File: src/rtl/rtc_alarm_pkg.sv
// Package: register offsets and bit positions shared by the clock core.
// Assumes a data width of at least 32 bits, since the status word uses bit 31.
package rtc_alarm_pkg;
    localparam int unsigned OFF_CTRL     = 'h00;
    localparam int unsigned OFF_CTRL_SET = 'h04;
    localparam int unsigned OFF_CTRL_CLR = 'h08;
    localparam int unsigned OFF_STATUS   = 'h10;
    localparam int unsigned OFF_SECONDS  = 'h30;
    localparam int unsigned OFF_ALARM    = 'h40;
    localparam int unsigned OFF_CFG      = 'h60;
    localparam int unsigned OFF_CFG_SET  = 'h64;
    localparam int unsigned OFF_CFG_CLR  = 'h68;

    localparam int unsigned CB_ALM_IE  = 0;
    localparam int unsigned CB_MS_IE   = 1;
    localparam int unsigned CB_ALM_FLG = 2;
    localparam int unsigned CB_WDOG_EN = 4;

    localparam int unsigned GB_WAKE_EN = 1;
    localparam int unsigned GB_ARM     = 2;
    localparam int unsigned GB_WAKE_RC = 7;

    localparam int unsigned SB_PRESENT = 31;

    // Kinds of access the address decoder can select
    typedef enum logic [1:0] {
        WR_BASE = 2'd0,
        WR_SET  = 2'd1,
        WR_CLR  = 2'd2,
        WR_NONE = 2'd3
    } wr_kind_e;
endpackage

File: src/rtl/rtc_sec_counter.sv
// Module: seconds counter.
// Counts up on each tick and wraps at the width limit. A software load wins
// over a tick in the same cycle. The module also presents the incremented
// value and a qualified tick, so the alarm compare can act in the same cycle.
module rtc_sec_counter #(
    parameter int unsigned W = 32
) (
    input  logic         clk,
    input  logic         rst_n,
    input  logic         tick,
    input  logic         load,
    input  logic [W-1:0] load_val,
    output logic [W-1:0] sec_q,
    output logic [W-1:0] sec_next,
    output logic         tick_eff
);
    // Incremented value and tick qualified by the absence of a load
    always_comb begin
        sec_next = sec_q + W'(1);
        tick_eff = tick && !load;
    end

    // Counter register: reset, load or advance
    always_ff @(posedge clk) begin
        if (!rst_n)        sec_q <= '0;
        else if (load)     sec_q <= load_val;
        else if (tick)     sec_q <= sec_next;
    end

    assert_load_wins_R6: assert property (@(posedge clk) disable iff (!rst_n)
        load |=> (sec_q == $past(load_val)));

    assert_tick_adds_one_R6: assert property (@(posedge clk) disable iff (!rst_n)
        (tick && !load) |=> (sec_q == W'($past(sec_q) + W'(1))));

    assert_idle_holds_R6: assert property (@(posedge clk) disable iff (!rst_n)
        (!tick && !load) |=> $stable(sec_q));
endmodule

File: src/rtl/rtc_alarm_match.sv
// Module: alarm register and compare.
// Holds the alarm value and signals an alarm event on a qualified tick whose
// incremented count equals it while armed. The arm input is the value the
// bit had before any write in the same cycle.
module rtc_alarm_match #(
    parameter int unsigned W = 32
) (
    input  logic         clk,
    input  logic         rst_n,
    input  logic         wr_en,
    input  logic [W-1:0] wr_val,
    input  logic         tick_eff,
    input  logic [W-1:0] sec_next,
    input  logic         armed,
    output logic [W-1:0] alarm_q,
    output logic         hit
);
    // Alarm value register, written only by software
    always_ff @(posedge clk) begin
        if (!rst_n)     alarm_q <= '0;
        else if (wr_en) alarm_q <= wr_val;
    end

    // Event: armed tick landing exactly on the alarm value
    always_comb begin
        hit = tick_eff && armed && (sec_next == alarm_q);
    end

    assert_alarm_write_R7: assert property (@(posedge clk) disable iff (!rst_n)
        wr_en |=> (alarm_q == $past(wr_val)));
endmodule

File: src/rtl/rtc_bit_regs.sv
// Module: control and configuration bit registers.
// Each register takes base, set-alias and clear-alias writes, and at most one
// write kind per register arrives in a cycle. An alarm event sets the alarm
// flag, and sets the wake record when wake is enabled. These hardware sets
// win over a clearing write in the same cycle.
module rtc_bit_regs
    import rtc_alarm_pkg::*;
#(
    parameter int unsigned W = 32
) (
    input  logic         clk,
    input  logic         rst_n,
    input  wr_kind_e     ctrl_wr,
    input  wr_kind_e     cfg_wr,
    input  logic [W-1:0] wdata,
    input  logic         hit,
    output logic [W-1:0] ctrl_q,
    output logic [W-1:0] cfg_q
);
    localparam logic [W-1:0] CTRL_MASK = W'((1 << CB_ALM_IE) | (1 << CB_MS_IE) |
                                            (1 << CB_ALM_FLG) | (1 << CB_WDOG_EN));
    localparam logic [W-1:0] CFG_SW_MASK = W'((1 << GB_WAKE_EN) | (1 << GB_ARM));
    localparam logic [W-1:0] CFG_HW_MASK = W'(1 << GB_WAKE_RC);
    localparam logic [W-1:0] CFG_CLR_MASK = CFG_SW_MASK | CFG_HW_MASK;

    logic [W-1:0] ctrl_d;
    logic [W-1:0] cfg_d;

    // Next control value: software write first, then the alarm event on top
    always_comb begin
        ctrl_d = ctrl_q;
        case (ctrl_wr)
            WR_BASE: ctrl_d = wdata & CTRL_MASK;
            WR_SET:  ctrl_d = ctrl_q | (wdata & CTRL_MASK);
            WR_CLR:  ctrl_d = ctrl_q & ~(wdata & CTRL_MASK);
            default: ctrl_d = ctrl_q;
        endcase
        if (hit) ctrl_d[CB_ALM_FLG] = 1'b1;
    end

    // Next configuration value: the wake record changes only by clear or event
    always_comb begin
        cfg_d = cfg_q;
        case (cfg_wr)
            WR_BASE: cfg_d = (cfg_q & CFG_HW_MASK) | (wdata & CFG_SW_MASK);
            WR_SET:  cfg_d = cfg_q | (wdata & CFG_SW_MASK);
            WR_CLR:  cfg_d = cfg_q & ~(wdata & CFG_CLR_MASK);
            default: cfg_d = cfg_q;
        endcase
        if (hit && cfg_q[GB_WAKE_EN]) cfg_d[GB_WAKE_RC] = 1'b1;
    end

    // Register update for both bit registers
    always_ff @(posedge clk) begin
        if (!rst_n) begin
            ctrl_q <= '0;
            cfg_q  <= '0;
        end else begin
            ctrl_q <= ctrl_d;
            cfg_q  <= cfg_d;
        end
    end

    assert_event_sets_flag_R9: assert property (@(posedge clk) disable iff (!rst_n)
        hit |=> ctrl_q[CB_ALM_FLG]);

    assert_flag_sticky_R9: assert property (@(posedge clk) disable iff (!rst_n)
        (ctrl_q[CB_ALM_FLG] && !(ctrl_wr == WR_CLR && wdata[CB_ALM_FLG]) &&
         !(ctrl_wr == WR_BASE && !wdata[CB_ALM_FLG])) |=> ctrl_q[CB_ALM_FLG]);

    assert_wake_record_source_R10: assert property (@(posedge clk) disable iff (!rst_n)
        $rose(cfg_q[GB_WAKE_RC]) |-> $past(hit && cfg_q[GB_WAKE_EN]));

    assert_wake_record_kept_R3: assert property (@(posedge clk) disable iff (!rst_n)
        (cfg_q[GB_WAKE_RC] && cfg_wr != WR_CLR) |=> cfg_q[GB_WAKE_RC]);
endmodule

File: src/rtl/rtc_alarm_core.sv
// Module: top of the seconds clock with alarm.
// Decodes the byte offset of a single-cycle write strobe into per-register
// write kinds, serves reads combinationally, and drives the alarm interrupt.
// Assumes tick_1s is a synchronous one-cycle pulse and W is at least 32.
module rtc_alarm_core
    import rtc_alarm_pkg::*;
#(
    parameter int unsigned W      = 32,
    parameter int unsigned ADDR_W = 8
) (
    input  logic              clk,
    input  logic              rst_n,
    input  logic              tick_1s,
    input  logic              bus_we,
    input  logic [ADDR_W-1:0] bus_addr,
    input  logic [W-1:0]      bus_wdata,
    output logic [W-1:0]      bus_rdata,
    output logic              irq_alarm
);
    localparam logic [W-1:0] STATUS_WORD = W'(1) << SB_PRESENT;

    wr_kind_e     ctrl_wr;
    wr_kind_e     cfg_wr;
    logic         sec_load;
    logic         alarm_wr;
    logic [W-1:0] sec_q;
    logic [W-1:0] sec_next;
    logic         tick_eff;
    logic [W-1:0] alarm_q;
    logic         hit;
    logic [W-1:0] ctrl_q;
    logic [W-1:0] cfg_q;

    // Write decode: one register and one write kind per strobe
    always_comb begin
        ctrl_wr  = WR_NONE;
        cfg_wr   = WR_NONE;
        sec_load = 1'b0;
        alarm_wr = 1'b0;
        if (bus_we) begin
            case (bus_addr)
                ADDR_W'(OFF_CTRL):     ctrl_wr  = WR_BASE;
                ADDR_W'(OFF_CTRL_SET): ctrl_wr  = WR_SET;
                ADDR_W'(OFF_CTRL_CLR): ctrl_wr  = WR_CLR;
                ADDR_W'(OFF_CFG):      cfg_wr   = WR_BASE;
                ADDR_W'(OFF_CFG_SET):  cfg_wr   = WR_SET;
                ADDR_W'(OFF_CFG_CLR):  cfg_wr   = WR_CLR;
                ADDR_W'(OFF_SECONDS):  sec_load = 1'b1;
                ADDR_W'(OFF_ALARM):    alarm_wr = 1'b1;
                default: ;
            endcase
        end
    end

    // Read mux: aliases return their base register, unknown offsets return 0
    always_comb begin
        case (bus_addr)
            ADDR_W'(OFF_CTRL),
            ADDR_W'(OFF_CTRL_SET),
            ADDR_W'(OFF_CTRL_CLR): bus_rdata = ctrl_q;
            ADDR_W'(OFF_CFG),
            ADDR_W'(OFF_CFG_SET),
            ADDR_W'(OFF_CFG_CLR):  bus_rdata = cfg_q;
            ADDR_W'(OFF_STATUS):   bus_rdata = STATUS_WORD;
            ADDR_W'(OFF_SECONDS):  bus_rdata = sec_q;
            ADDR_W'(OFF_ALARM):    bus_rdata = alarm_q;
            default:               bus_rdata = '0;
        endcase
    end

    rtc_sec_counter #(.W(W)) u_counter (
        .clk      (clk),
        .rst_n    (rst_n),
        .tick     (tick_1s),
        .load     (sec_load),
        .load_val (bus_wdata),
        .sec_q    (sec_q),
        .sec_next (sec_next),
        .tick_eff (tick_eff)
    );

    rtc_alarm_match #(.W(W)) u_match (
        .clk      (clk),
        .rst_n    (rst_n),
        .wr_en    (alarm_wr),
        .wr_val   (bus_wdata),
        .tick_eff (tick_eff),
        .sec_next (sec_next),
        .armed    (cfg_q[GB_ARM]),
        .alarm_q  (alarm_q),
        .hit      (hit)
    );

    rtc_bit_regs #(.W(W)) u_regs (
        .clk     (clk),
        .rst_n   (rst_n),
        .ctrl_wr (ctrl_wr),
        .cfg_wr  (cfg_wr),
        .wdata   (bus_wdata),
        .hit     (hit),
        .ctrl_q  (ctrl_q),
        .cfg_q   (cfg_q)
    );

    // Interrupt request: latched flag gated by its enable
    always_comb begin
        irq_alarm = ctrl_q[CB_ALM_FLG] && ctrl_q[CB_ALM_IE];
    end

    assert_event_lands_on_alarm_R8: assert property (@(posedge clk) disable iff (!rst_n)
        hit |=> (sec_q == alarm_q));

    assert_no_event_unarmed_R8: assert property (@(posedge clk) disable iff (!rst_n)
        (!cfg_q[GB_ARM] && !ctrl_q[CB_ALM_FLG] && !(bus_we && bus_addr != ADDR_W'(OFF_CTRL_CLR)))
        |=> !ctrl_q[CB_ALM_FLG]);

    assert_irq_needs_enable_R11: assert property (@(posedge clk) disable iff (!rst_n)
        (!ctrl_q[CB_ALM_IE] && !bus_we) |=> !irq_alarm);
endmodule

File: config.mk
export PLATFORM = sky130hd
export DESIGN_NAME = rtc_alarm_core
export DESIGN_NICKNAME = d
export VERILOG_FILES = /design/src/rtl/rtc_alarm_pkg.sv /design/src/rtl/rtc_sec_counter.sv /design/src/rtl/rtc_alarm_match.sv /design/src/rtl/rtc_bit_regs.sv /design/src/rtl/rtc_alarm_core.sv
export SDC_FILE = /design/constraint.sdc
export NUM_CORES = 1
export LEC_CHECK = 0
export ABC_AREA = 0
export ABC_CLOCK_PERIOD_IN_PS = 3800
export CORE_MARGIN = 5
export CORE_UTILIZATION = 50
export DETAILED_ROUTE_END_ITERATION = 10
export PLACE_DENSITY = 0.8
export SYNTH_ARGS = -nofsm -noshare
export SYNTH_HDL_FRONTEND = slang
export SYNTH_SLANG_ARGS = --single-unit
File: constraint.sdc
create_clock -name clk -period 3.8 [get_ports clk]
set_input_delay 0.76 -clock clk [delete_from_list [all_inputs] [get_ports clk]]
set_output_delay 0.76 -clock clk [all_outputs]
set_load 0.005 [all_outputs]
# --- Word level (Yosys, flattened, before mapping) ---
# Cells that the tools add are included.
classes:
  n_reduce_logical: 16
  bitwise: 7
  add_sub_neg: 1
  muxes: 15
  n_eq_ne: 13
ops:
  columns: ["op", "n"]
  rows:
  - ["$pmux 32 s3", 2]
  - ["$pmux 32 s5", 1]
  - ["$and 32x32->32", 2]
  - ["$mux 32", 2]
  - ["$add 32x1->32 const B", 1]
  - ["$eq 32x32->1", 1]
  - ["$eq 8x7->1 const B", 4]
  - ["$not 5->32", 1]
  - ["$not 8->32", 1]
  - ["$or 32x3->32", 1]
  - ["$or 32x5->32", 1]
  - ["$pmux 2 s3", 2]
  - ["$eq 8x3->1 const B", 1]
  - ["$eq 8x4->1 const B", 1]
  - ["$eq 8x5->1 const B", 1]
  - ["$eq 8x6->1 const B", 1]
  - ["$logic_not 8->1", 1]
  - ["$or 8x3->8", 1]
  - ["$reduce_bool 4->1", 2]
  - ["$mux 1", 6]
  - ["$reduce_bool 3->1", 2]
  - ["$reduce_or 3->1", 2]
  - ["$logic_and 1x1->1", 5]
  - ["$eq 2x1->1 const B", 2]
  - ["other kinds (5)", 8]
word_totals:
  output_inout_bits: 33
  ff_bits: 128

# --- Depth between registers and ports, before layout ---
# Gate-level depths: netlist of run 1.
logic_depth:
  word_depth: 9
  depth_mapped: 12
  mapped_depth_nobuf: 12

# --- Cells and area by module ---
# Synthesis of run 1 repeated with hierarchy kept, for this count alone.
unflattened:
  hier_cells: 762
  area_unflattened_um2: 6341.1
by_module_without_submodules:
  columns: ["mod", "cells_each", "instances", "area_per_inst_um2"]
  rows:
  - ["rtc_sec_counter", 326, 1, 2428.6]
  - ["rtc_alarm_match", 147, 1, 1550.2]
  - ["rtc_alarm_core", 170, 1, 1407.6]
  - ["rtc_bit_regs", 119, 1, 954.7]

# --- Worst setup path after synthesis of run 1 ---
# OpenSTA, ideal clock, no wires.
synth_path:
  path_type: "input to register"
  start: "input port bus_addr[1]"
  end: "register u_regs.ctrl_q[2]"
  stages: 11
  required_ps: 3682
  arrival_time_ps: 2824
  slack_ps: 859
  cell_sequence: "or2_2 > a2111o_1 > nor3_1 > nand2_1 > ha_1 > nand2_1 > mux2i_1 > a22oi_1 > nand2_1 > nand2_1 > o21ai_1"
synth_between:
  elab_chain_cells: 8
synth_rtl:
  columns: ["item", "line", "text"]
  rows:
  - ["start: declaration", "rtc_alarm_core.sv:15", "input logic [ADDR_W-1:0] bus_addr,"]
  - ["branches (longest 8 deep; another with $pmux 32 s3)", null, null]
  - ["end signal: assignment", "rtc_bit_regs.sv:59", "ctrl_q <= ctrl_d;"]
  - ["end: declaration", "rtc_bit_regs.sv:17", "output logic [W-1:0] ctrl_q,"]
# Several ways; the timed one is not identified.
# A chain may end at the register's enable or synchronous reset.

# --- Final worst setup path of run 1 ---
layout_path:
  start: "input port bus_addr[1]"
  end: "output port bus_rdata[2]"
layout_between:
  elab_chain_cells: 3
layout_rtl:
  columns: ["item", "line", "text"]
  rows:
  - ["$eq 8x7->1 (tied with other cells)", "rtc_alarm_core.sv:57", "case (bus_addr)"]
  - ["$reduce_or 3->1", "rtc_alarm_core.sv:57", null]
  - ["$pmux 32 s5 (*)", "rtc_alarm_core.sv:57", null]
  - ["end: declaration", "rtc_alarm_core.sv:17", "output logic [W-1:0] bus_rdata,"]
# Every way passes the cells marked *; elsewhere a longest branch is shown, timed or not.

==> results.yml, run 1 <==
floorplan:
  die_w_microns: 110.7
  die_h_microns: 110.7
  start_util_pct: 51.62
  core_region_area_sq_mm: 0.009819
  ios: 77
  dieArea_sq_mm: 0.01225
  rows: 36
layout:
  seq_area_sq_mm: 0.001421
  drive_gt1_share_pct: 6.456
  layout_commonest_cell: "nand2_1"
  finalCoreUtilization_pct: 61.33
  area_growth_pct: 18.81
  fill_cells: 918
  finalNetCount: 746
  multiInputGateArea_sq_mm: 0.003357
  layout_common_cells: "134 x nand2_1, 75 x clkdlybuf4s50_1, 71 x dfxtp_1, 37 x a21boi_0, 34 x xnor2_1"
  antennaDiodeCount: 0
synth:
  synth-simple-area-share_pct: 26.17
  synth_nets: 701
  yosys.area.top_type: "dfxtp_1"
  synth-compound-area-share_pct: 25.43
  synth_top_area_share_pct: 28.04
  synth_top_family_by_area: "simple AND/OR/NAND/NOR gates"
  seq_area_frac_synth_pct: 28.04
  synthDistinctLibCells: 65
  synth_adder_area_share_pct: 1.975
  synth.avg_cell_area_sq_um: 7.810
  yosys_warnings: 0
  synth_cells: 649
  ys_ff_latch: 71
  synth_xor_area_share_pct: 11.58
  synthArstFlopShare_pct: 0
  synth.area.top_cells: "dfxtp_1 28%, nand2_1 9.9%, o211a_1 6.1%"
  synthFlopType: "dfxtp_1"
  synth_edf_count: 0
  muxShareOfSynthArea_pct: 0.8146
  syn_area_sq_mm: 0.005069
clock_tree:
  cts_sinks: 71
  cts_setup_buffers: 0
  cts_tree: "yes"
  worst_skew_pair.late_latency_ns: 0.35
  ctsHoldBuffers: 0
  clkTransAtPathRegs_ns: 0.07
  root_buffer: "clkbuf_8"
  htree_levels: 3
  cts_max_path_buffers: 2
  numCtsBuffers: 9
  cts_resized: 0
routing:
  post_drt_wl_per_cell_microns: 16.95
  vias_per_cell: 5.969
  wirelength_microns: 14070
  dr.pass1.iters: 5
  drcViolationCount: 0
  drtAntennaViolNets: 0
  num_vias: 4954
  drt_iter0_markers: 354
timing:
  tightest_slew_ns: 0.6722
  finalSetupViolations: 0
  max_slew_margin_pct: 55.19
  hold_ws_ns: 0.4972
  period_needed_ns: 3.664
  fin_skew_ns: 0.008552
  finalHoldViolations: 0
  fin_crit_sh_pct: 96.43
  rsz0062_at_grt: "false"
  fin_setup_tns_ns: 0
  fmaxAchievable_mhz: 272.9
  slew_viol_final: 0
power_and_ir_drop:
  leakage_nw: 2.529
  p_total_mw: 1.412
  power.density_mw_per_mm2: 234.5
  peakVddDrop_uv: 143.7
run_status:
  status: "finished clean"
worst_setup_path:
  critPathArrivalTime_ns: 2.90
  cp_max_fo: 6
  worstPathRequired_ns: 3.04
  worstSetupPathType: "input port to output port"
  critPathLaunchType: "input port"
  end_kind: "output port"
global_routing:
  grt_pass1_wl_microns: 23630
  gr-usage-all-layers_pct: 22.50
  grt_overflow: 0
  antenna_found_initial: 0
  grt_pass1_vias: 4902
  grt_max_degree: 72
placed_design:
  numPortBuffers: 76
  routabilityCongestion: 0.9102
  place_hpwl_microns: 10320
min_path:
  min_path_type: "register to register"
job:
  cap_violations: 0
[cells by family (layout without fill, tap and decap cells)]
family,count (synthesis),count (layout)
buf+inv,70,118
compound gates,163,163
flops,71,71
mux,4,4
fa+ha+maj,8,8
xor+xnor,67,67
simple gates,266,266
[sequential cells by signal, summed over array words and instances, names as in the netlist]
name / count
u_counter.sec_q: 32
u_match.alarm_q: 32
u_regs.cfg_q: 3
u_regs.ctrl_q: 4
[Yosys cell counts (3+ instances only)]
library cell  instances
ha_1                  8
a22o_1               26
nor3_1               10
a31oi_1               5
nor4_2                3
nor2_1               23
or2_2                 3
nand2b_1              9
a21boi_0             37
xnor2_1              34
inv_1                14
nor4_1                5
or4_1                 3
a2111oi_0             3
dfxtp_1              71
buf_2                12
o21ai_0              16
buf_4                 5
nand4_1              16
clkbuf_1             38
nand2_1             134
mux2i_1               3
a222oi_1              3
and3_1               12
xor2_1               33
nor2b_1               3
o2111ai_1             3
a22oi_1               5
o31ai_1               3
o211a_1              31
and2_1                4
and4_1                4
o22ai_1               3
a21oi_1              12
nand3_1              19
[final cells by class]
class,instances,share of cell area (%)
Multi-Input combinational cell,508,55.74
Clock inverter,1,0.08311
Timing Repair Buffer,90,14.29
Inverter,14,0.8726
Tap cell,133,2.763
Sequential cell,71,23.60
Clock buffer,13,2.639
[worst paths after layout]
check / startpoint / cells past startpoint / to / slack, ns
max: bus_addr[1] / 8 / bus_rdata[2] / 0.14
min: u_match.alarm_q[28] / 2 / u_match.alarm_q[28] / 0.50
max reg2reg: u_counter.sec_q[0] / 9 / u_regs.cfg_q[7] / 0.95
min reg2reg: u_match.alarm_q[28] / 2 / u_match.alarm_q[28] / 0.50
[layer usage]
layer / routed length, microns / track usage [%] / vias up
li1: - / - / 2392
met1: 6377 / 29.45 / 2352
met2: 6673 / 38.11 / 180
met3: 762 / 3.603 / 30
met4: 258 / 6.650 / 0
met5: 0 / 0 / -
[power breakdown]
group	total, mW	switching [mW]	internal [mW]
clock network	0.544	0.278	0.265
logic	0.113	0.0505	0.0630
registers	0.755	0.00786	0.747
total	1.41	0.337	1.08
[stage by stage]
step	cell area, sq um	cells	worst slack, ns
finish	6022	830	0.1357
global route	6022	830	0.01555
CTS	6008	830	0.09424
detailed placement	5844	816	0.09440
global placement	5844	816	0.1534
floorplan	5069	649	0.8586
[critical path, cell delays in order]
cell and delay [ns]:
clkdlybuf4s50_1 0.42, or2_2 0.33, a2111o_1 0.44, nor3_2 0.12, buf_4 0.16, a22oi_1 0.06
nand2_1 0.10, clkdlybuf4s50_1 0.50
No activity file was read; power rests on OpenSTA's default activity.
==> run 2: changes to the inputs <==
--- a/config.mk
+++ b/config.mk
@@ -11,6 +11,7 @@
 export CORE_UTILIZATION = 50
 export DETAILED_ROUTE_END_ITERATION = 10
 export PLACE_DENSITY = 0.8
+export SLEW_MARGIN = 40
 export SYNTH_ARGS = -nofsm -noshare
 export SYNTH_HDL_FRONTEND = slang
 export SYNTH_SLANG_ARGS = --single-unit
==> constraint.sdc (replaced) <==
create_clock -name clk -period 3.8 [get_ports clk]
set_input_delay 1.14 -clock clk [delete_from_list [all_inputs] [get_ports clk]]
set_output_delay 1.14 -clock clk [all_outputs]
set_load 0.005 [all_outputs]
==> run 2 against run 1 <==
Setup slack got worse by 0.069 ns. Clock power hardly changed. Sequential cell count unchanged. Non-clock buffer count is 22 higher. Sequential power about the same. Die area stayed put. Cell count increased by 2.7%. Total power rose by 0.69%. Utilization grew 1.6 points. Critical path type unchanged. Largest cell class unchanged. Highest routed layer unchanged.
==> results.yml, run 2 (synthesized netlist as in run 1, its figures left out) <==
routing:
  post_drt_wl_per_cell_microns: 17.50
  drcViolationCount: 0
  num_vias: 5133
  wirelength_microns: 14910
  drtAntennaViolNets: 0
  drt_iter0_markers: 376
  vias_per_cell: 6.025
  dr.pass1.iters: 7
clock_tree:
  cts_sinks: 71
  cts_tree: "yes"
  numCtsBuffers: 9
  htree_levels: 3
  clkTransAtPathRegs_ns: 0.08
  worst_skew_pair.late_latency_ns: 0.35
  root_buffer: "clkbuf_8"
  cts_max_path_buffers: 2
floorplan:
  start_util_pct: 51.62
  rows: 36
  core_region_area_sq_mm: 0.009819
  die_h_microns: 110.7
  dieArea_sq_mm: 0.01225
  ios: 77
  die_w_microns: 110.7
worst_setup_path:
  worstPathRequired_ns: 2.66
  worstReg2RegEnd: "u_regs.ctrl_q[2]"
  cp_max_fo: 4
  rr_worst_depth: 9
  critPathArrivalTime_ns: 2.59
  end_kind: "output port"
  r2r_start: "u_counter.sec_q[0]"
  worstSetupPathType: "input port to output port"
  reg2reg_setup_slack_ns: 0.87
  critPathLaunchType: "input port"
min_path:
  hold_end: "u_regs.ctrl_q[1]"
  hold_start: "u_regs.ctrl_q[1]"
  min_path_type: "register to register"
  min_path_cells: 2
run_status:
  status: "finished clean"
timing:
  fmaxAchievable_mhz: 267.8
  finalHoldViolations: 0
  fin_skew_ns: 0.01169
  max_slew_margin_pct: 56.03
  finalSetupViolations: 0
  tightest_slew_ns: 0.6596
  slew_viol_final: 0
  fin_crit_sh_pct: 98.25
  period_needed_ns: 3.734
power_and_ir_drop:
  peakVddDrop_uv: 232.6
  power.density_mw_per_mm2: 230.3
  leakage_nw: 2.759
  p_total_mw: 1.422
placed_design:
  place_hpwl_microns: 10260
  numPortBuffers: 76
  routabilityCongestion: 0.9343
global_routing:
  grt_overflow: 0
  grt_pass1_vias: 5015
  grt_max_degree: 72
  grt_pass1_wl_microns: 25110
  gr-usage-all-layers_pct: 24.16
  antenna_found_initial: 0
layout:
  finalNetCount: 768
  reg.largest.list: "u_counter.sec_q x32, u_match.alarm_q x32, u_regs.ctrl_q x4"
  fill_cells: 925
  finalCoreUtilization_pct: 62.90
  drive_gt1_share_pct: 14.74
  layout_commonest_cell: "nand2_1"
  antennaDiodeCount: 0
  area_growth_pct: 21.85
  layout_common_cells: "134 x nand2_1, 71 x dfxtp_1, 37 x a21boi_0, 36 x clkdlybuf4s50_1, 34 x xnor2_1"
job:
  cap_violations: 0
## run 2: cell types whose count changed in the layout (fill, tap and decap cells not counted), sizes merged
cell,before,now
clkdlybuf4s50,75,36
clkdlybuf4s15,0,2
clkbuf,13,19
buf,15,68
## run 2: worst max path at each step
stage	startpoint	end	slack, ns
finish	bus_addr[1]	bus_rdata[2]	0.07
global route	bus_addr[1]	bus_rdata[2]	-0.005
CTS	bus_addr[0]	bus_rdata[29]	-0.02
detailed placement	bus_addr[1]	bus_rdata[8]	-0.67
global placement	bus_addr[1]	bus_rdata[15]	-0.58
floorplan	bus_addr[1]	bus_rdata[0]	0.17
## run 2: repair_timing
action,CTS,global route
resized for setup,154,14
pin swaps,19,3
gates cloned,3,0
buffers inserted,9,1
hold buffers,0,0
setup endpoints to repair,32,32
## run 2: stage by stage
step / instance area (sq um) / hold slack (ns) / TNS, ns / std cells / setup WS (ns)
final: 6176 / 0.4916 / 0 / 852 / 0.06642
after floorplan: 5069 / 0.4551 / 0 / 649 / 0.1745
after global routing: 6176 / 0.5193 / -0.004524 / 852 / -0.004524
after detailed placement: 5969 / 0.4865 / -19.46 / 826 / -0.6727
after CTS: 6183 / 0.4978 / -0.08402 / 851 / -0.02044
after global placement: 5969 / 0.4682 / -17.45 / 826 / -0.5849
## run 2: worst max-delay path, stage by stage
cell	delay (ns)
buf_2	0.11
or2_4	0.24
buf_4	0.14
a2111o_1	0.33
nor3_2	0.12
buf_4	0.15
buf_6	0.11
a22oi_1	0.06
nand2_1	0.09
buf_2	0.11
## run 2: report_power, final
group	internal [mW]	switching, mW
clock	0.266	0.279
combinational	0.0682	0.0545
sequential	0.747	0.00802
## run 2: metal layers
layer | GRT usage, % | wire length, microns | part of all wire (%)
met2 | 38.79 | 6985 | 47
met1 | 31.76 | 6471 | 43
met5 | 0 | 0 | 0
met4 | 8.292 | 416 | 2.8
met3 | 5.731 | 1035 | 6.9
## run 2: cell type report
class / count / area (sq um) / area share, %
Multi-Input combinational cell: 508 / 3381 / 54.74
Sequential cell: 71 / 1421 / 23.01
Timing Repair Buffer: 112 / 991.0 / 16.05
Tap cell: 133 / 166.4 / 2.694
Clock buffer: 13 / 158.9 / 2.573
Inverter: 14 / 52.55 / 0.8509
Clock inverter: 1 / 5.005 / 0.08104
